### src/rtl/busclk_pkg.sv
package busclk_pkg;

  typedef enum logic {
    MODE_INT  = 1'b0,
    MODE_FRAC = 1'b1
  } rate_mode_e;

endpackage

### src/rtl/busclk_int_div.sv
module busclk_int_div #(
  parameter int VAL_W = 5
) (
  input  logic             clk,
  input  logic             rst,
  input  logic             en,
  input  logic             restart,
  input  logic [VAL_W-1:0] div,
  output logic             hit
);

  logic [VAL_W-1:0] cnt;
  logic [VAL_W-1:0] last;

  assign last = div - {{(VAL_W-1){1'b0}}, 1'b1};
  assign hit  = en && (div != '0) && (cnt == last);

  always_ff @(posedge clk) begin
    if (rst || restart || !en) begin
      cnt <= '0;
    end else if (hit) begin
      cnt <= '0;
    end else begin
      cnt <= cnt + {{(VAL_W-1){1'b0}}, 1'b1};
    end
  end

endmodule

### src/rtl/busclk_frac_acc.sv
module busclk_frac_acc #(
  parameter int VAL_W = 5
) (
  input  logic             clk,
  input  logic             rst,
  input  logic             en,
  input  logic             restart,
  input  logic [VAL_W-1:0] num,
  output logic             hit
);

  logic [VAL_W-1:0] phase;
  logic [VAL_W:0]   sum;

  assign sum = {1'b0, phase} + {1'b0, num};
  assign hit = en && sum[VAL_W];

  always_ff @(posedge clk) begin
    if (rst || restart || !en) begin
      phase <= '0;
    end else begin
      phase <= sum[VAL_W-1:0];
    end
  end

endmodule

### src/rtl/busclk_cfg_ctrl.sv
module busclk_cfg_ctrl
  import busclk_pkg::*;
#(
  parameter int VAL_W = 5
) (
  input  logic             clk,
  input  logic             rst,
  input  logic             we,
  input  logic [VAL_W:0]   wdata,
  input  logic             boundary,
  output rate_mode_e       act_mode,
  output logic [VAL_W-1:0] act_val,
  output logic             apply,
  output logic             busy
);

  rate_mode_e       pend_mode;
  logic [VAL_W-1:0] pend_val;
  logic             pend_vld;

  assign apply = pend_vld && boundary;
  assign busy  = pend_vld;

  always_ff @(posedge clk) begin
    if (rst) begin
      pend_mode <= MODE_INT;
      pend_val  <= '0;
      pend_vld  <= 1'b0;
    end else if (we) begin
      pend_mode <= rate_mode_e'(wdata[VAL_W]);
      pend_val  <= wdata[VAL_W-1:0];
      pend_vld  <= 1'b1;
    end else if (apply) begin
      pend_vld  <= 1'b0;
    end
  end

  always_ff @(posedge clk) begin
    if (rst) begin
      act_mode <= MODE_INT;
      act_val  <= '0;
    end else if (apply) begin
      act_mode <= pend_mode;
      act_val  <= pend_val;
    end
  end

endmodule

### src/rtl/busclk_en_gen.sv
module busclk_en_gen
  import busclk_pkg::*;
#(
  parameter int VAL_W = 5
) (
  input  logic             clk,
  input  logic             rst,
  input  logic             cfg_we,
  input  logic [VAL_W:0]   cfg_wdata,
  output logic             tick_o,
  output logic             busy_o,
  output logic             cur_mode_o,
  output logic [VAL_W-1:0] cur_val_o
);

  rate_mode_e       act_mode;
  logic [VAL_W-1:0] act_val;
  logic             apply;
  logic             busy;
  logic             int_hit;
  logic             frac_hit;
  logic             sel_hit;
  logic             boundary;
  logic             tick_q;

  busclk_cfg_ctrl #(.VAL_W(VAL_W)) u_cfg (
    .clk      (clk),
    .rst      (rst),
    .we       (cfg_we),
    .wdata    (cfg_wdata),
    .boundary (boundary),
    .act_mode (act_mode),
    .act_val  (act_val),
    .apply    (apply),
    .busy     (busy)
  );

  busclk_int_div #(.VAL_W(VAL_W)) u_int (
    .clk     (clk),
    .rst     (rst),
    .en      (act_mode == MODE_INT),
    .restart (apply),
    .div     (act_val),
    .hit     (int_hit)
  );

  busclk_frac_acc #(.VAL_W(VAL_W)) u_frac (
    .clk     (clk),
    .rst     (rst),
    .en      (act_mode == MODE_FRAC),
    .restart (apply),
    .num     (act_val),
    .hit     (frac_hit)
  );

  assign sel_hit  = (act_mode == MODE_FRAC) ? frac_hit : int_hit;
  assign boundary = sel_hit || (act_val == '0);

  always_ff @(posedge clk) begin
    if (rst) begin
      tick_q <= 1'b0;
    end else begin
      tick_q <= sel_hit;
    end
  end

  assign tick_o     = tick_q;
  assign busy_o     = busy;
  assign cur_mode_o = act_mode;
  assign cur_val_o  = act_val;

endmodule

### config.mk
export PLATFORM = sky130hd
export DESIGN_NAME = busclk_en_gen
export DESIGN_NICKNAME = d
export VERILOG_FILES = /design/src/rtl/busclk_pkg.sv /design/src/rtl/busclk_int_div.sv /design/src/rtl/busclk_frac_acc.sv /design/src/rtl/busclk_cfg_ctrl.sv /design/src/rtl/busclk_en_gen.sv
export SDC_FILE = /design/constraint.sdc
export NUM_CORES = 1
export LEC_CHECK = 0
export ABC_AREA = 0
export ABC_CLOCK_PERIOD_IN_PS = 2650
export BUFFER_PORTS_ARGS = -buffer_cell sky130_fd_sc_hd__buf_2
export CAP_MARGIN = 20
export CORE_AREA = 2 2 52 54
export DETAILED_ROUTE_END_ITERATION = 6
export DIE_AREA = 0 0 54 56
export PLACE_DENSITY = 0.67
export SLEW_MARGIN = 20
export SYNTH_ARGS = -nofsm -noshare
export SYNTH_HDL_FRONTEND = slang
export SYNTH_SLANG_ARGS = --single-unit
### constraint.sdc
create_clock -name clk -period 2.65 [get_ports clk]
set_input_delay 0.265 -clock clk [delete_from_list [all_inputs] [get_ports clk]]
set_output_delay 0.265 -clock clk [all_outputs]
set_load 0.1 [all_outputs]
Word-level counts from Yosys, hierarchy flattened

Index checks and enable logic that the tools add are counted.
Widths: inputs -> output; s select.

Eq/ne operators: 1
Bitwise operators: 1
Add/sub/neg operators: 3
Reductions and logical operators: 13
Multiplexer cells: 3

Operators with widths:

| cell                | number |
|---|---|
| $add 5x5->6         | 1 |
| $add 5x1->5 const B | 1 |
| $eq 5x5->1          | 1 |
| $logic_not 5->1     | 1 |
| $reduce_bool 5->1   | 1 |
| $sub 5x1->5 const B | 1 |
| $logic_and 1x1->1   | 4 |
| $logic_or 1x1->1    | 4 |
| $mux 1              | 3 |
| $reduce_bool 2->1   | 1 |
| $reduce_or 2->1     | 1 |
| $logic_not 1->1     | 1 |
| $not 1->1           | 1 |

Input bits: 9
Flip-flop bits (word level): 24

Longest topological paths before layout

Gate-level depths: netlist of the first run.

Word-level depth: 9
Gate-level depth with buffers: 9
Mapped depth without buffers: 8

Hierarchy

Synthesis of the first run repeated with hierarchy kept, for this count alone.

Cells, all modules: 135
Area, all modules: 1271.2 um^2

Modules (own cells, without submodules):

| module          | cells each | sequential area each (um^2) | times used | area each (um^2) |
|---|---|---|---|---|
| busclk_cfg_ctrl | 51         | 260.2                       | 1          | 529.3 |
| busclk_int_div  | 42         | 100.1                       | 1          | 357.8 |
| busclk_frac_acc | 36         | 100.1                       | 1          | 334.1 |
| busclk_en_gen   | 6          | 20.0                        | 1          | 50.0 |

Worst setup path after synthesis of the first run

Ideal clock, no wire load.

Path type: flip-flop to flip-flop
Start: register u_cfg.act_val[1]
End: register u_cfg.act_mode
Required time: 2.534 ns
Setup slack: -0.022 ns
Stages on the path, launching flop included: 10
Arrival: 2.556 ns
Setup time: 0.116 ns
Buffers on the path: 1
Cell sequence: dfxtp_1 inv_1 ha_1 or3b_1 nand2_1 xor2_2 a211oi_2 nor2b_1 buf_6 a31o_1

Longest elaborated chain between the ends: 6

Ends and longest elaborated chain:

| what                                             | RTL line                                   | RTL |
|---|---|---|
| start: declaration                               | busclk_cfg_ctrl.sv:12                      | `output logic [VAL_W-1:0] act_val,` |
| start signal: assignment                         | busclk_cfg_ctrl.sv:44                      | `act_val <= pend_val;` |
| $sub 5x1->5 or $reduce_bool 5->1 (tied branches) | busclk_int_div.sv:15, busclk_int_div.sv:16 |  |
| $eq 5x5->1 or $logic_and 1x1->1 (tied branches)  | busclk_int_div.sv:16                       | `assign hit = en && (div != '0) && (cnt == last);` |
| $logic_and 1x1->1                                | busclk_int_div.sv:16                       |  |
| $mux 1                                           | busclk_en_gen.sv:56                        | `assign sel_hit = (act_mode == MODE_FRAC) ? frac_hit : int_hit;` |
| $logic_or 1x1->1 (*)                             | busclk_en_gen.sv:57                        | `assign boundary = sel_hit \|\| (act_val == '0);` |
| $logic_and 1x1->1 (*)                            | busclk_cfg_ctrl.sv:21                      | `assign apply = pend_vld && boundary;` |
| end signal: assignment                           | busclk_cfg_ctrl.sv:43                      | `act_mode <= pend_mode;` |
| end: declaration                                 | busclk_cfg_ctrl.sv:11                      | `output rate_mode_e act_mode,` |

Mark *: on every way between the ends. The rest lies on a longest branch, timed or not.
A chain may end at the register's enable or synchronous reset.

Worst setup path after layout of the first run

Start: register u_cfg.act_val[0]
End: register u_cfg.act_mode

The elaborated chain is that of the path after synthesis.

==> metrics.yaml, run 1 <==
drive_gt1_share_pct: 18.2
final_core_util_pct: 54.1
ys_seq_elements: 24
r2r-start: "u_cfg.act_val[0]"
period_share_pct: 77.0
grt_pass1_wl_mm: 3.72
path_cells: "inv_1 -> ha_1 -> or3b_1 -> nand2_1 -> xor2_2 -> a211oi_2 -> nor2b_1 -> buf_4 -> a31o_1"
crit_arrival_ps: 2260
finalNonFillerCells: 173
h-tree-depth: 1
finalSetupTns_ps: 0
dpl.hpwl_mm: 1.73
nNetsFinal: 161
synth_area_um2: 1170
synthArstFlopShare_pct: 0
cts_setup_buffers: 0
ys.flop_type: "dfxtp_1"
use_met3_pct: 3.49
wirelength_mm: 2.17
drt_iter0_drc: 8
synth_area_leader_cell: "dfxtp_1"
initial_core_util_pct: 48.3
cts_sinks: 24
holdCritStartpoint: "cfg_wdata[2]"
hold_class: "in -> reg"
preCtsSetupSlack_ps: 618
die_area_um2: 3020
fin_area_um2: 1320
ys.warnings.count: 0
skew_ps: 1.67
wl_per_cell_um: 12.6
crit_type: "reg -> reg"
top_usage_layer: "met2"
clkTransAtPathRegs_ps: 130
drcViolationCount: 0
slowest_stage: "dfxtp_1"
viasPerCell: 5.11
grt_max_degree: 14
crit_fanout: 6
ctsHoldBuffers: 0
final_critical_path_setup_slack_ps: 608
outcome: "completed"
use_met1_pct: 21.7
grt_pass1_vias: 868
relSlewSlack_pct: 67.0
multi_input_area_um2: 646
p_per_area_nw_per_um2: 511
fill_cells: 240
slowest_delay_ps: 400
grt_antenna_before_repair: 0
syn-num-nets: 143
cap_violations: 0
first_pass_iters: 4
fmax_mhz: 490
synth_enable_flop_cells: 0
synth_top_area_share_pct: 40.9
ctsRootBufferMaster: "clkbuf_4"
synth_common_cells: "dfxtp_1 (24), nor2_1 (18), nand2_1 (14), mux2i_1 (11)"
synth.area.top_cells: "dfxtp_1 (41%), mux2i_1 (9.4%), ha_1 (7.5%)"
setup_viol: 0
rows: 18
rsz0062_at_grt: "no"
cts_buffer_depth: 2
gp_congestion: 0.904
cts_inserted_buffers: 3
n_antenna_cell: 0
cp-startpoint: "u_cfg.act_val[0]"
hold_viol: 0
slew_viol_final: 0
port_buffers: 16
ctsResizeCount: 0
dpl.cell_count: 169
fp.dieH_um: 56
worst_pin_slew_ps: 499
end_kind: "flop"
ir_drop_mv: 0.300
vias: 884
synth_seq_area_share_pct: 40.9
cp_top_family: "simple AND/OR/NAND/NOR gates"
syn_inst: 126
synthDistinctLibCells: 32
regArea_um2: 482
synth.most_common_cell: "dfxtp_1"
critPathLaunchType: "flop"
cts_tree: "built"
min_period_ps: 2040
grt_util_met2_pct: 26.7
syn_area_per_cell_um2: 9.32
ant_nets: 0
pin_count: 17
worstSkewPairLatency_ps: 310
leakage_nw: 0.594
die_w_um: 54
grt_usage_pct: 16.5
area_growth_pct: 11.9
path_buf_inv: 2
grt_overflow_total: 0
core_um2: 2430
cp.required_ps: 2870
placed_area_um2: 1280
## worst register-to-register path, stage by stage (launching register included)
cell,delay [ps]
dfxtp_1,400
inv_1,90
ha_1,190
or3b_1,380
nand2_1,120
xor2_2,90
a211oi_2,240
nor2b_1,70
buf_4,170
a31o_1,210
## cells in the final DEF, fill, tap and decap left out, types with 2 or more instances in the layout
cell type / instances
inv_1: 7
nand3_1: 2
xor2_1: 5
a21oi_1: 4
buf_2: 16
nor3_1: 3
clkbuf_4: 3
mux2i_1: 11
xnor2_1: 4
o21a_1: 2
ha_1: 7
a211oi_1: 3
dfxtp_1: 23
nand2_1: 14
a21o_1: 2
nor2_1: 18
## cells by family (layout without fill, tap and decap cells)
family	after synthesis	after routing	share of synthesized area (%)
AND/OR/NAND/NOR	45	45	17.6
flip-flops	24	24	40.9
buffers and inverters	11	28	4.15
AO/OA/AOI/OAI	17	17	10.8
multiplexers	11	11	9.37
adder cells (fa/ha/maj)	8	8	9.16
XOR/XNOR	10	10	8.09
## final timing paths
| check | end | slack, ps | cells past startpoint |
|---|---|---|---|
| worst max register to register | u_cfg.act_mode | 610 | 9 |
| worst min register to register | u_cfg.act_val[3] | 480 | 2 |
| worst min-delay path | u_cfg.pend_val[2] | 180 | 3 |
| worst max-delay path | u_cfg.act_mode | 610 | 9 |
## report_power, final
part	internal [W]	switching [W]	total, W
logic	0.0000342	0.0000613	0.0000955
clock network	0.0000839	0.000105	0.000189
registers	0.000374	0.0000131	0.000387
total	0.000492	0.000180	0.000672
## final cells by class
type / count / share of cell area [%]
multi-input cells: 91 / 49.1
flip-flops and latches: 24 / 36.6
repair buffers: 17 / 6.66
well taps: 30 / 2.85
clock buffers: 4 / 2.76
inverters: 7 / 2.00
## registers in the layout (all words and copies together), names as in the netlist
| register | count |
|---|---|
| u_cfg.act_val | 5 |
| u_int.cnt | 5 |
| u_cfg.act_mode | 1 |
| u_cfg.pend_mode | 1 |
| u_cfg.busy | 1 |
| u_frac.phase | 5 |
| tick_o | 1 |
| u_cfg.pend_val | 5 |
## per-layer routing
layer / up-vias / part of all wire [%] / routed length, um
li1: 461 / - / -
met1: 407 / 47 / 1030
met2: 14 / 48 / 1050
met3: 2 / 3.5 / 77
met4: 0 / 0.55 / 12
met5: - / 0 / 0
## stage by stage
stage	hold slack [ps]	power, W
finish	180	0.000672
global route	185	0.000709
CTS	164	0.000683
detailed placement	461	0.000491
global placement	461	0.000489
floorplan	412	0.000472
(Power assumes the default switching activity.)
==> inputs of run 2 (changes only) <==
- ABC_CLOCK_PERIOD_IN_PS: 2650 -> 1700
- PLACE_DENSITY: 0.67 -> 0.69
- clock period: 2.65 -> 1.7 ns (I/O delays scaled with it)
==> run 2 against run 1 <==
  * The run now ends with negative setup slack left
  * Combinational power increased by 130%
  * Clock skew hardly changed
  * Largest power group unchanged
  * Hold slack got worse by 110 ps
  * Global-route usage increased by 3.9 points
==> metrics.yaml, run 2 (synthesis gave the netlist of run 1 again) <==
outcome: "finished, violations left"
violations: "negative setup slack"
holdCritStartpoint: "cfg_wdata[4]"
cap_violations: 0  # unchanged
rows: 18  # unchanged
crit_fanout: 6  # unchanged
ir_drop_mv: 0.564  # +88%
p_clk_share_pct: 27.6  # -0.6 points
min_period_ps: 1920  # -126 ps
slowest_delay_ps: 410  # about the same
r2r_cells: 8  # -1
gp_congestion: 0.770  # -15%
relSlewSlack_pct: 66.8  # -0.16 points
hold_viol: 0  # unchanged
cts_sinks: 24  # unchanged
met3WireLength_um: 93  # +21%
pin_count: 17  # unchanged
reg2reg_to: "u_cfg.act_val[0]"
fp.dieH_um: 56  # unchanged
final_common_cell: "buf_4"
cts_inserted_buffers: 3  # unchanged
drive_gt1_share_pct: 50.0  # +32 points
r2r-start: "u_cfg.act_val[1]"
p_int_w: 0.000805  # +64%
dpl.cell_count: 187  # +11%
n_antenna_cell: 0  # unchanged
fmax_mhz: 522  # +6.6%
grt_pass1_wl_mm: 4.54  # +22%
p_per_area_nw_per_um2: 659  # +29%
routed.top_layer: "met4"
finalPower_w: 0.00113  # +68%
drcViolationCount: 0  # unchanged
ant_nets: 0  # unchanged
drt_iter0_drc: 8  # unchanged
rsz0062_at_grt: "yes"
leakage_nw: 0.733  # +23%
grt_max_degree: 14  # unchanged
vias: 1018  # +15%
cts_buffer_depth: 2  # unchanged
fill_cells: 179  # -25%
h-tree-depth: 1  # unchanged
skew_ps: 1.85  # +0.179 ps
grt_overflow_total: 0  # unchanged
critPathLaunchType: "flop"
grt_antenna_before_repair: 0  # unchanged
wl_per_cell_um: 14.2  # +13%
nNetsFinal: 186  # +16%
power.switching_w: 0.000326  # +81%
die_w_um: 54  # unchanged
clkTransAtPathRegs_ps: 130  # about the same
hold_class: "in -> reg"
viasPerCell: 5.14  # +0.62%
port_buffers: 16  # unchanged
slowest_stage: "dfxtp_4"
dpl.hpwl_mm: 2.04  # +18%
crit_type: "reg -> reg"
hold_depth: 3  # unchanged
ctsRootBufferMaster: "clkbuf_4"
sw_frac_of_total_pct: 28.8  # +2.0 points
slew_viol_final: 0  # unchanged
core_um2: 2430  # unchanged
die_area_um2: 3020  # unchanged
p_seq_share_pct: 53.4  # -4.2 points
final_critical_path_setup_slack_ps: -216  # -824 ps
crit_arrival_ps: 2170  # -90 ps
end_kind: "flop"
grt_pass1_vias: 1014  # +17%
worstSkewPairLatency_ps: 330  # +20 ps
finalNonFillerCells: 198  # +14%
worst_pin_slew_ps: 501  # +2.42 ps
r2r_slack_ps: -220  # -820 ps
combinationalPowerShare_pct: 19.0  # +4.8 points
cts_tree: "built"
period_share_pct: 113  # +36 points
first_pass_iters: 4  # unchanged
area_growth_pct: 46.0
wirelength_mm: 2.81  # +29%
preCtsSetupSlack_ps: -248  # -865 ps
ctsHoldBuffers: 0  # unchanged
drt-met1-wl_mm: 1.25  # +22%
setup_viol: 18  # +18
path_cells: "inv_4 -> ha_4 -> xnor2_4 -> nor3_2 -> and4b_4 -> a211oi_2 -> nor2b_4 -> mux2i_1"
grt_usage_pct: 20.4  # +3.9 points
initial_core_util_pct: 48.3  # unchanged
hold_end: "u_cfg.pend_val[4]"
mostFrequentLayoutCells: "buf_4 (20), buf_2 (16), dfxtp_1 (16)"
cp.required_ps: 1950  # -920 ps
dr_wl_met2_mm: 1.42  # +35%
-- run 2: changes by cell type in the layout (fill, tap and decap cells not counted), sizes merged --
cell | previous run | this run
buf | 17 | 42
-- run 2: layout make-up --
cell class                      instances  area (um^2)  area share [%]
Multi-Input combinational cell         91          806            47.0
Clock buffer                            4         36.3            2.12
Sequential cell                        24          500            29.2
Inverter                                7         28.8            1.68
Tap cell                               30         37.5            2.19
Timing Repair Buffer                   42          307            17.9
-- run 2: critical path, delay by kind of cell, from the launching register on --
family                     cells  cell delay [ps]
and+or+nand+nor                3              660
DFF                            1              410
adders and majority gates      1              250
muxes                          1              230
xor gates and xnor gates       1              140
AOI/OAI and AO/OA              1              100
buffers and inverters          1               40
-- run 2: how the worst max path moves through the flow --
stage / start / endpoint / slack [ps] / cells after the start
3_5_place_dp: u_cfg.act_val[0] / u_cfg.act_val[2] / -250 / 9
5_1_grt: u_cfg.act_val[1] / u_cfg.act_val[0] / -280 / 8
2_1_floorplan: u_cfg.act_val[1] / u_cfg.act_mode / -330 / 8
6_report: u_cfg.act_val[1] / u_cfg.act_val[0] / -220 / 8
4_1_cts: u_cfg.act_val[1] / u_cfg.act_val[2] / -200 / 8
3_3_place_gp: u_frac.phase[1] / u_cfg.act_mode / -190 / 8
-- run 2: power by group through the flow --
| stage | clock network (W) | logic (W) | registers, W |
|---|---|---|---|
| global route | 0.000336 | 0.000231 | 0.000606 |
| finish | 0.000313 | 0.000215 | 0.000603 |
| CTS | 0.000316 | 0.000199 | 0.000601 |
| detailed placement | 0 | 0.000175 | 0.000611 |
| global placement | 0 | 0.000171 | 0.000610 |
| floorplan | 0 | 0.0000848 | 0.000650 |
-- run 2: per-stage QoR --
step,area [um^2],util [%],hold slack [ps],setup TNS (ps)
after global placement,1500,61.6,405,-1330
after CTS,1660,68.3,68.5,-2510
after detailed placement,1500,61.6,413,-2010
final,1720,70.5,68.1,-2870
after global routing,1720,70.5,80.8,-4040
after floorplan,1250,-,317,-2090
-- run 2: repair_timing --
| action | CTS | global route |
|---|---|---|
| endpoints found under the hold margin | 0 | 0 |
| setup endpoints to repair | 17 | 18 |
| cloned | 0 | 0 |
| gates resized for setup | 23 | 14 |
| pin swaps | 8 | 6 |
| buffers inserted | 8 | 5 |
-- run 2: layer usage --
layer | vias to the layer above | GRT usage, %
met3 | 6 | 3.76
met1 | 488 | 25.3
met5 | - | 0
met2 | 18 | 34.1
li1 | 506 | -
met4 | 0 | 7.50
